## src/rtl/ebus_wait_seq_pkg.sv

```systemverilog
package ebus_wait_seq_pkg;

   typedef enum logic [1:0] {
      SEQ_IDLE   = 2'd0,
      SEQ_ACCESS = 2'd1,
      SEQ_DONE   = 2'd2
   } seq_state_e;

   function automatic int unsigned rdy_count_width(input int unsigned fw_w,
                                                   input int unsigned pw_w);
      return fw_w + pw_w;
   endfunction

endpackage

```

## src/rtl/ebus_rdy_sync.sv

```systemverilog
module ebus_rdy_sync #(
   parameter int unsigned STAGES = 2
) (
   input  logic clk,
   input  logic rst_n,
   input  logic async_i,
   output logic sync_o
);

   generate
      if (STAGES < 2) begin : g_bad_stages
         $error("ebus_rdy_sync: STAGES must be at least 2");
      end
   endgenerate

   logic [STAGES-1:0] chain_q;

   generate
      if (STAGES == 2) begin : g_two
         always_ff @(posedge clk or negedge rst_n) begin
            if (!rst_n) begin
               chain_q <= '0;
            end else begin
               chain_q[0] <= async_i;
               chain_q[1] <= chain_q[0];
            end
         end
      end else begin : g_deep
         always_ff @(posedge clk or negedge rst_n) begin
            if (!rst_n) begin
               chain_q <= '0;
            end else begin
               chain_q <= {chain_q[STAGES-2:0], async_i};
            end
         end
      end
   endgenerate

   assign sync_o = chain_q[STAGES-1];

endmodule

```

## src/rtl/ebus_wait_cnt.sv

```systemverilog
module ebus_wait_cnt #(
   parameter int unsigned CNT_W = 6
) (
   input  logic             clk,
   input  logic             rst_n,
   input  logic             load_i,
   input  logic [CNT_W-1:0] load_val_i,
   input  logic             dec_i,
   output logic             zero_o
);

   generate
      if (CNT_W < 1) begin : g_bad_width
         $error("ebus_wait_cnt: CNT_W must be positive");
      end
   endgenerate

   logic [CNT_W-1:0] cnt_q;

   always_ff @(posedge clk or negedge rst_n) begin
      if (!rst_n) begin
         cnt_q <= '0;
      end else if (load_i) begin
         cnt_q <= load_val_i;
      end else if (dec_i && (cnt_q != '0)) begin
         cnt_q <= cnt_q - 1'b1;
      end
   end

   assign zero_o = (cnt_q == '0);

endmodule

```

## src/rtl/ebus_beat_cnt.sv

```systemverilog
module ebus_beat_cnt #(
   parameter int unsigned LEN_W = 3
) (
   input  logic             clk,
   input  logic             rst_n,
   input  logic             clear_i,
   input  logic             step_i,
   input  logic [LEN_W-1:0] last_i,
   output logic [LEN_W-1:0] beat_o,
   output logic             at_last_o
);

   logic [LEN_W-1:0] beat_q;

   always_ff @(posedge clk or negedge rst_n) begin
      if (!rst_n) begin
         beat_q <= '0;
      end else if (clear_i) begin
         beat_q <= '0;
      end else if (step_i) begin
         beat_q <= beat_q + 1'b1;
      end
   end

   assign beat_o    = beat_q;
   assign at_last_o = (beat_q == last_i);

endmodule

```

## src/rtl/ebus_wait_seq.sv

```systemverilog
module ebus_wait_seq
   import ebus_wait_seq_pkg::*;
#(
   parameter int unsigned LEN_W       = 3,
   parameter int unsigned FW_W        = 4,
   parameter int unsigned PW_W        = 2,
   parameter int unsigned SYNC_STAGES = 2
) (
   input  logic             clk,
   input  logic             rst_n,
   input  logic             req_i,
   input  logic             burst_i,
   input  logic [LEN_W-1:0] burst_len_i,
   input  logic             write_i,
   input  logic             ready_mode_i,
   input  logic [FW_W-1:0]  first_wait_i,
   input  logic [PW_W-1:0]  page_wait_i,
   input  logic             rdy_pin_i,
   output logic             ce_n_o,
   output logic             oe_n_o,
   output logic             we_n_o,
   output logic [LEN_W-1:0] beat_addr_o,
   output logic             ack_n_o,
   output logic             ack_oe_o,
   output logic             done_o,
   output logic             reject_o
);

   localparam int unsigned CNT_W = rdy_count_width(FW_W, PW_W);

   generate
      if (FW_W < 2) begin : g_bad_fw
         $error("ebus_wait_seq: FW_W must be at least 2");
      end
      if (PW_W < 1) begin : g_bad_pw
         $error("ebus_wait_seq: PW_W must be positive");
      end
      if (LEN_W < 1) begin : g_bad_len
         $error("ebus_wait_seq: LEN_W must be positive");
      end
   endgenerate

   seq_state_e       state_q, state_d;
   logic             rdy_mode_q, write_q, dyn_q;
   logic [PW_W-1:0]  pw_q;
   logic [LEN_W-1:0] last_q;
   logic             reject_q;

   logic             rdy_sync;
   logic             wait_zero;
   logic             at_last;
   logic             in_access;
   logic             accept;
   logic             refuse;
   logic             beat_end;
   logic             finish;
   logic             next_beat;
   logic             wait_load;
   logic [CNT_W-1:0] wait_val;
   logic [CNT_W-1:0] first_val;

   assign in_access = (state_q == SEQ_ACCESS);
   assign refuse    = (state_q == SEQ_IDLE) && req_i && ready_mode_i && burst_i;
   assign accept    = (state_q == SEQ_IDLE) && req_i && !(ready_mode_i && burst_i);

   // The ready-mode count drops the pin-select bit and keeps an even weight.
   assign first_val = ready_mode_i
                    ? {page_wait_i, first_wait_i[FW_W-1:1], 1'b0}
                    : {{PW_W{1'b0}}, first_wait_i};

   assign beat_end  = in_access && wait_zero && (!rdy_mode_q || rdy_sync);
   assign finish    = beat_end && (rdy_mode_q || at_last);
   assign next_beat = beat_end && !finish;
   assign wait_load = accept || next_beat;
   assign wait_val  = accept ? first_val : {{FW_W{1'b0}}, pw_q};

   ebus_rdy_sync #(
      .STAGES (SYNC_STAGES)
   ) u_sync (
      .clk     (clk),
      .rst_n   (rst_n),
      .async_i (rdy_pin_i),
      .sync_o  (rdy_sync)
   );

   ebus_wait_cnt #(
      .CNT_W (CNT_W)
   ) u_wait (
      .clk        (clk),
      .rst_n      (rst_n),
      .load_i     (wait_load),
      .load_val_i (wait_val),
      .dec_i      (in_access),
      .zero_o     (wait_zero)
   );

   ebus_beat_cnt #(
      .LEN_W (LEN_W)
   ) u_beat (
      .clk       (clk),
      .rst_n     (rst_n),
      .clear_i   (accept),
      .step_i    (next_beat),
      .last_i    (last_q),
      .beat_o    (beat_addr_o),
      .at_last_o (at_last)
   );

   always_comb begin
      state_d = state_q;
      unique case (state_q)
         SEQ_IDLE:   if (accept) state_d = SEQ_ACCESS;
         SEQ_ACCESS: if (finish) state_d = SEQ_DONE;
         SEQ_DONE:   state_d = SEQ_IDLE;
         default:    state_d = SEQ_IDLE;
      endcase
   end

   always_ff @(posedge clk or negedge rst_n) begin
      if (!rst_n) begin
         state_q    <= SEQ_IDLE;
         rdy_mode_q <= 1'b1;
         write_q    <= 1'b0;
         dyn_q      <= 1'b0;
         pw_q       <= '0;
         last_q     <= '0;
         reject_q   <= 1'b0;
      end else begin
         state_q  <= state_d;
         reject_q <= refuse;
         if (accept) begin
            rdy_mode_q <= ready_mode_i;
            write_q    <= write_i;
            dyn_q      <= first_wait_i[0];
            pw_q       <= page_wait_i;
            last_q     <= burst_i ? burst_len_i : '0;
         end
      end
   end

   assign ce_n_o   = !in_access;
   assign oe_n_o   = !(in_access && !write_q);
   assign we_n_o   = !(in_access && write_q);
   assign ack_oe_o = !rdy_mode_q && dyn_q;
   assign ack_n_o  = !(in_access && !rdy_mode_q && dyn_q && wait_zero);
   assign done_o   = (state_q == SEQ_DONE);
   assign reject_o = reject_q;

endmodule

```

## config.mk

```make
export PLATFORM = sky130hd
export DESIGN_NAME = ebus_wait_seq
export DESIGN_NICKNAME = d
export VERILOG_FILES = /design/src/rtl/ebus_wait_seq_pkg.sv /design/src/rtl/ebus_rdy_sync.sv /design/src/rtl/ebus_wait_cnt.sv /design/src/rtl/ebus_beat_cnt.sv /design/src/rtl/ebus_wait_seq.sv
export SDC_FILE = /design/constraint.sdc
export NUM_CORES = 1
export LEC_CHECK = 0
export ABC_AREA = 1
export BUFFER_PORTS_ARGS = -buffer_cell sky130_fd_sc_hd__clkbuf_2
export CORE_ASPECT_RATIO = 0.6
export CORE_MARGIN = 4
export CORE_UTILIZATION = 32
export DETAILED_ROUTE_END_ITERATION = 7
export SLEW_MARGIN = 0
export SYNTH_ARGS = -nofsm -noshare
export SYNTH_HDL_FRONTEND = slang
export SYNTH_HIERARCHICAL = 1
export SYNTH_SLANG_ARGS = --single-unit
```

## constraint.sdc

```tcl
create_clock -name clk -period 3.3 [get_ports clk]
set_input_delay 0.33 -clock clk [delete_from_list [all_inputs] [get_ports clk]]
set_output_delay 0.33 -clock clk [all_outputs]
set_load 0.03 [all_outputs]
```

==> impl_metrics.py <==
metrics = {
    "synth": {
        "ys_warn_count": 6,
        "synth_area_per_cell_um2": 7.98,
        "netlist_area_um2": 1320,
        "synth_top_area_share_pct": 39.9,
        "yosysTopAreaCell": "dfrtp_1",
        "syn_nets": 184,
        "syn_inst": 165,
        "yosysSeqAreaShare_pct": 41.9,
        "yosysUniqueCellTypes": 26,
        "ys_top_cells_by_area": "dfrtp_1, nand2_1, inv_1, nand3_1, nand4_1",
        "synth-seq-cells": 22,
    },
    "setup_path": {
        "rr_endpoint": "u_wait/cnt_q[2]",
        "crit_type": "flip-flop to flip-flop",
        "cp_max_fo": 10,
        "r2r-start": "u_wait/cnt_q[0]",
        "required_ps": 3460,
        "endpoint_kind": "flip-flop",
        "start_kind": "flip-flop",
        "arrival_ps": 2190,
        "reg2reg_slack_ps": 1270,
        "reg2reg_depth": 9,
    },
    "global_route": {
        "track_usage_pct": 12.3,
        "antenna_found_initial": 0,
        "grt_pass1_wl_mm": 5.17,
        "grt_pass1_vias": 1073,
        "grt_max_degree": 23,
        "grt-ovfl-total": 0,
    },
    "sta": {
        "grt_setup_unrepaired": "no",
        "skew_ps": 6.54,
        "hold_violations": 0,
        "maxSlewHeadroom_pct": 63.0,
        "slew_viol_final": 0,
        "setup_violations": 0,
        "fin_crit_sh_pct": 61.5,
        "fmax_ghz": 0.493,
        "fin_hold_ws_ps": 33.8,
        "finalSetupTns_ps": 0,
        "min_period_ps": 2030,
        "tightest_slew_ps": 555,
    },
    "drt": {
        "route.detailed.drc": 0,
        "num_vias": 1089,
        "postRouteAntennaNets": 0,
        "dr.pass1.iters": 4,
        "viasPerCell": 4.61,
        "wire_per_inst_um": 11.9,
        "drt_iter0_markers": 81,
        "totalWireLength_mm": 2.82,
    },
    "floorplanning": {
        "die-area_um2": 5240,
        "row_count": 17,
        "start_util_pct": 34.6,
        "die_y_um": 57.7,
        "core_area_um2": 3810,
        "die_w_um": 90.8,
        "boundaryPins": 26,
    },
    "power_and_ir_drop": {
        "power_density_nw_per_um2": 951,
        "leakagePower_nw": 0.829,
        "ir_drop_mv": 0.217,
    },
    "cells_and_area": {
        "syn_to_final_growth_pct": 16.3,
        "drive_gt1_share_pct": 27.5,
        "diodes": 0,
        "final_nets": 209,
    },
    "flow_run": {
        "max_cap_viol_count": 0,
    },
    "placed_design": {
        "hpwl_mm": 2.22,
        "globalplace.congestion": 0.854,
        "portBuffers": 25,
    },
    "clock_network": {
        "postCtsHoldBufs": 0,
        "cts_root_buf": "clkbuf_8",
        "tritoncts": "yes",
        "numClockSinks": 22,
        "htreeDepth": 1,
        "cts_resized": 0,
        "clock_latency_ps": 270,
        "cts_buffers": 3,
        "ctsLongestPathBuffers": 2,
        "clkTransAtPathRegs_ps": 80,
        "post-cts-setup-buffers": 0,
    },
    "status": {
        "status": "finished clean",
    },
    "hold_path": {
        "hold_class": "input port to asynchronous set/reset pin",
    },
}
## report_power, final
part | internal [W] | switching, W
combinational | 0.000253 | 0.000498
clock | 0.000162 | 0.0000896
sequential | 0.000372 | 0.0000818
total | 0.000787 | 0.000669
## critical path: stages (launching register included)
cell and delay, ps:
dfrtp_1 380, inv_1 170, ha_1 200, nand3_2 110, inv_1 100, nand2_1 80, o21ai_2 400, inv_1 230
nand3_1 150, nand3_1 80
## sequential cells by signal, indices dropped and copies added, names as in the netlist, 2 cells and up
name	flops
u_wait/cnt_q	6
last_q	3
u_beat/beat_o	3
pw_q	2
state_q	2
u_sync/chain_q	2
## synthesized netlist by cell type, drive strengths merged
master and number:
or2 2, dfstp 1, xnor2 3, ha 3, dfrtp 21, a21oi 1
inv 23, o21ai 7, nor2 18, buf 5, nand2 52, nand4 11
nand3 16, xor2 2
## logic make-up after synthesis
logic type      after synthesis  share of synthesized area [%]
buf+inv                      28                           9.60
flops                        22                           41.9
compound gates                8                           3.90
fa+ha+maj                     3                           2.85
xor+xnor                      5                           3.33
simple gates                 99                           38.4
## layout by cell type, fill, tap and decap left out
| master | count |
|---|---|
| a21oi_1 | 1 |
| nand2_1 | 45 |
| bufinv_16 | 1 |
| nand4_1 | 10 |
| clkbuf_8 | 3 |
| nand3_1 | 14 |
| dfrtp_1 | 21 |
| nand2_2 | 5 |
| nor2_2 | 3 |
| xnor2_1 | 3 |
| inv_2 | 3 |
| dfstp_2 | 1 |
| xor2_1 | 2 |
| nand3_4 | 1 |
| or2_1 | 2 |
| o21ai_1 | 2 |
| inv_1 | 20 |
| nand4_2 | 1 |
| nand2_4 | 2 |
| clkbuf_2 | 25 |
| ha_1 | 3 |
| o21ai_0 | 2 |
| nand3_2 | 1 |
| o21ai_2 | 3 |
| nor2_1 | 12 |
| nor2_4 | 3 |
## layer usage
metal	vias up	global-route usage [%]	wire length, µm	part of all wire, %
met5	-	0	0	0
met1	484	19.3	1580	56
li1	567	-	-	-
met4	0	1.93	8	0.28
met3	2	3.76	174	6.2
met2	36	16.4	1060	38
## stage by stage
step	total power (W)	setup slack, ps	instances	cell area, µm²	utilization [%]
finish	0.00146	1270	236	1530	40.2
global route	0.00161	1000	236	1530	40.2
CTS	0.00147	1300	236	1530	40.2
detailed placement	0.00121	1310	232	1460	38.4
global placement	0.00121	1370	232	1460	38.4
floorplan	0.00106	1640	165	1320	-
## layout make-up
class                   count  area [µm²]
flip-flops and latches     22         552
inverters                  23        86.3
fillers                   386        2280
well taps                  47        58.8
multi-input cells         115         638
clock inverters             1        30.0
clock buffers               3        41.3
repair buffers             25         125
## how the worst max path moves through the flow
stage               cells after the start             start              end  slack, ps
floorplan                              12  u_beat/beat_o[0]  u_wait/cnt_q[4]       1640
global placement                        9   u_wait/cnt_q[0]  u_wait/cnt_q[2]       1370
detailed placement                      9   u_wait/cnt_q[0]  u_wait/cnt_q[2]       1310
CTS                                     9   u_wait/cnt_q[0]  u_wait/cnt_q[2]       1300
global route                            9   u_wait/cnt_q[0]  u_wait/cnt_q[2]       1000
finish                                  9   u_wait/cnt_q[0]  u_wait/cnt_q[2]       1270
Note: power is estimated with default switching activity, not from simulation.
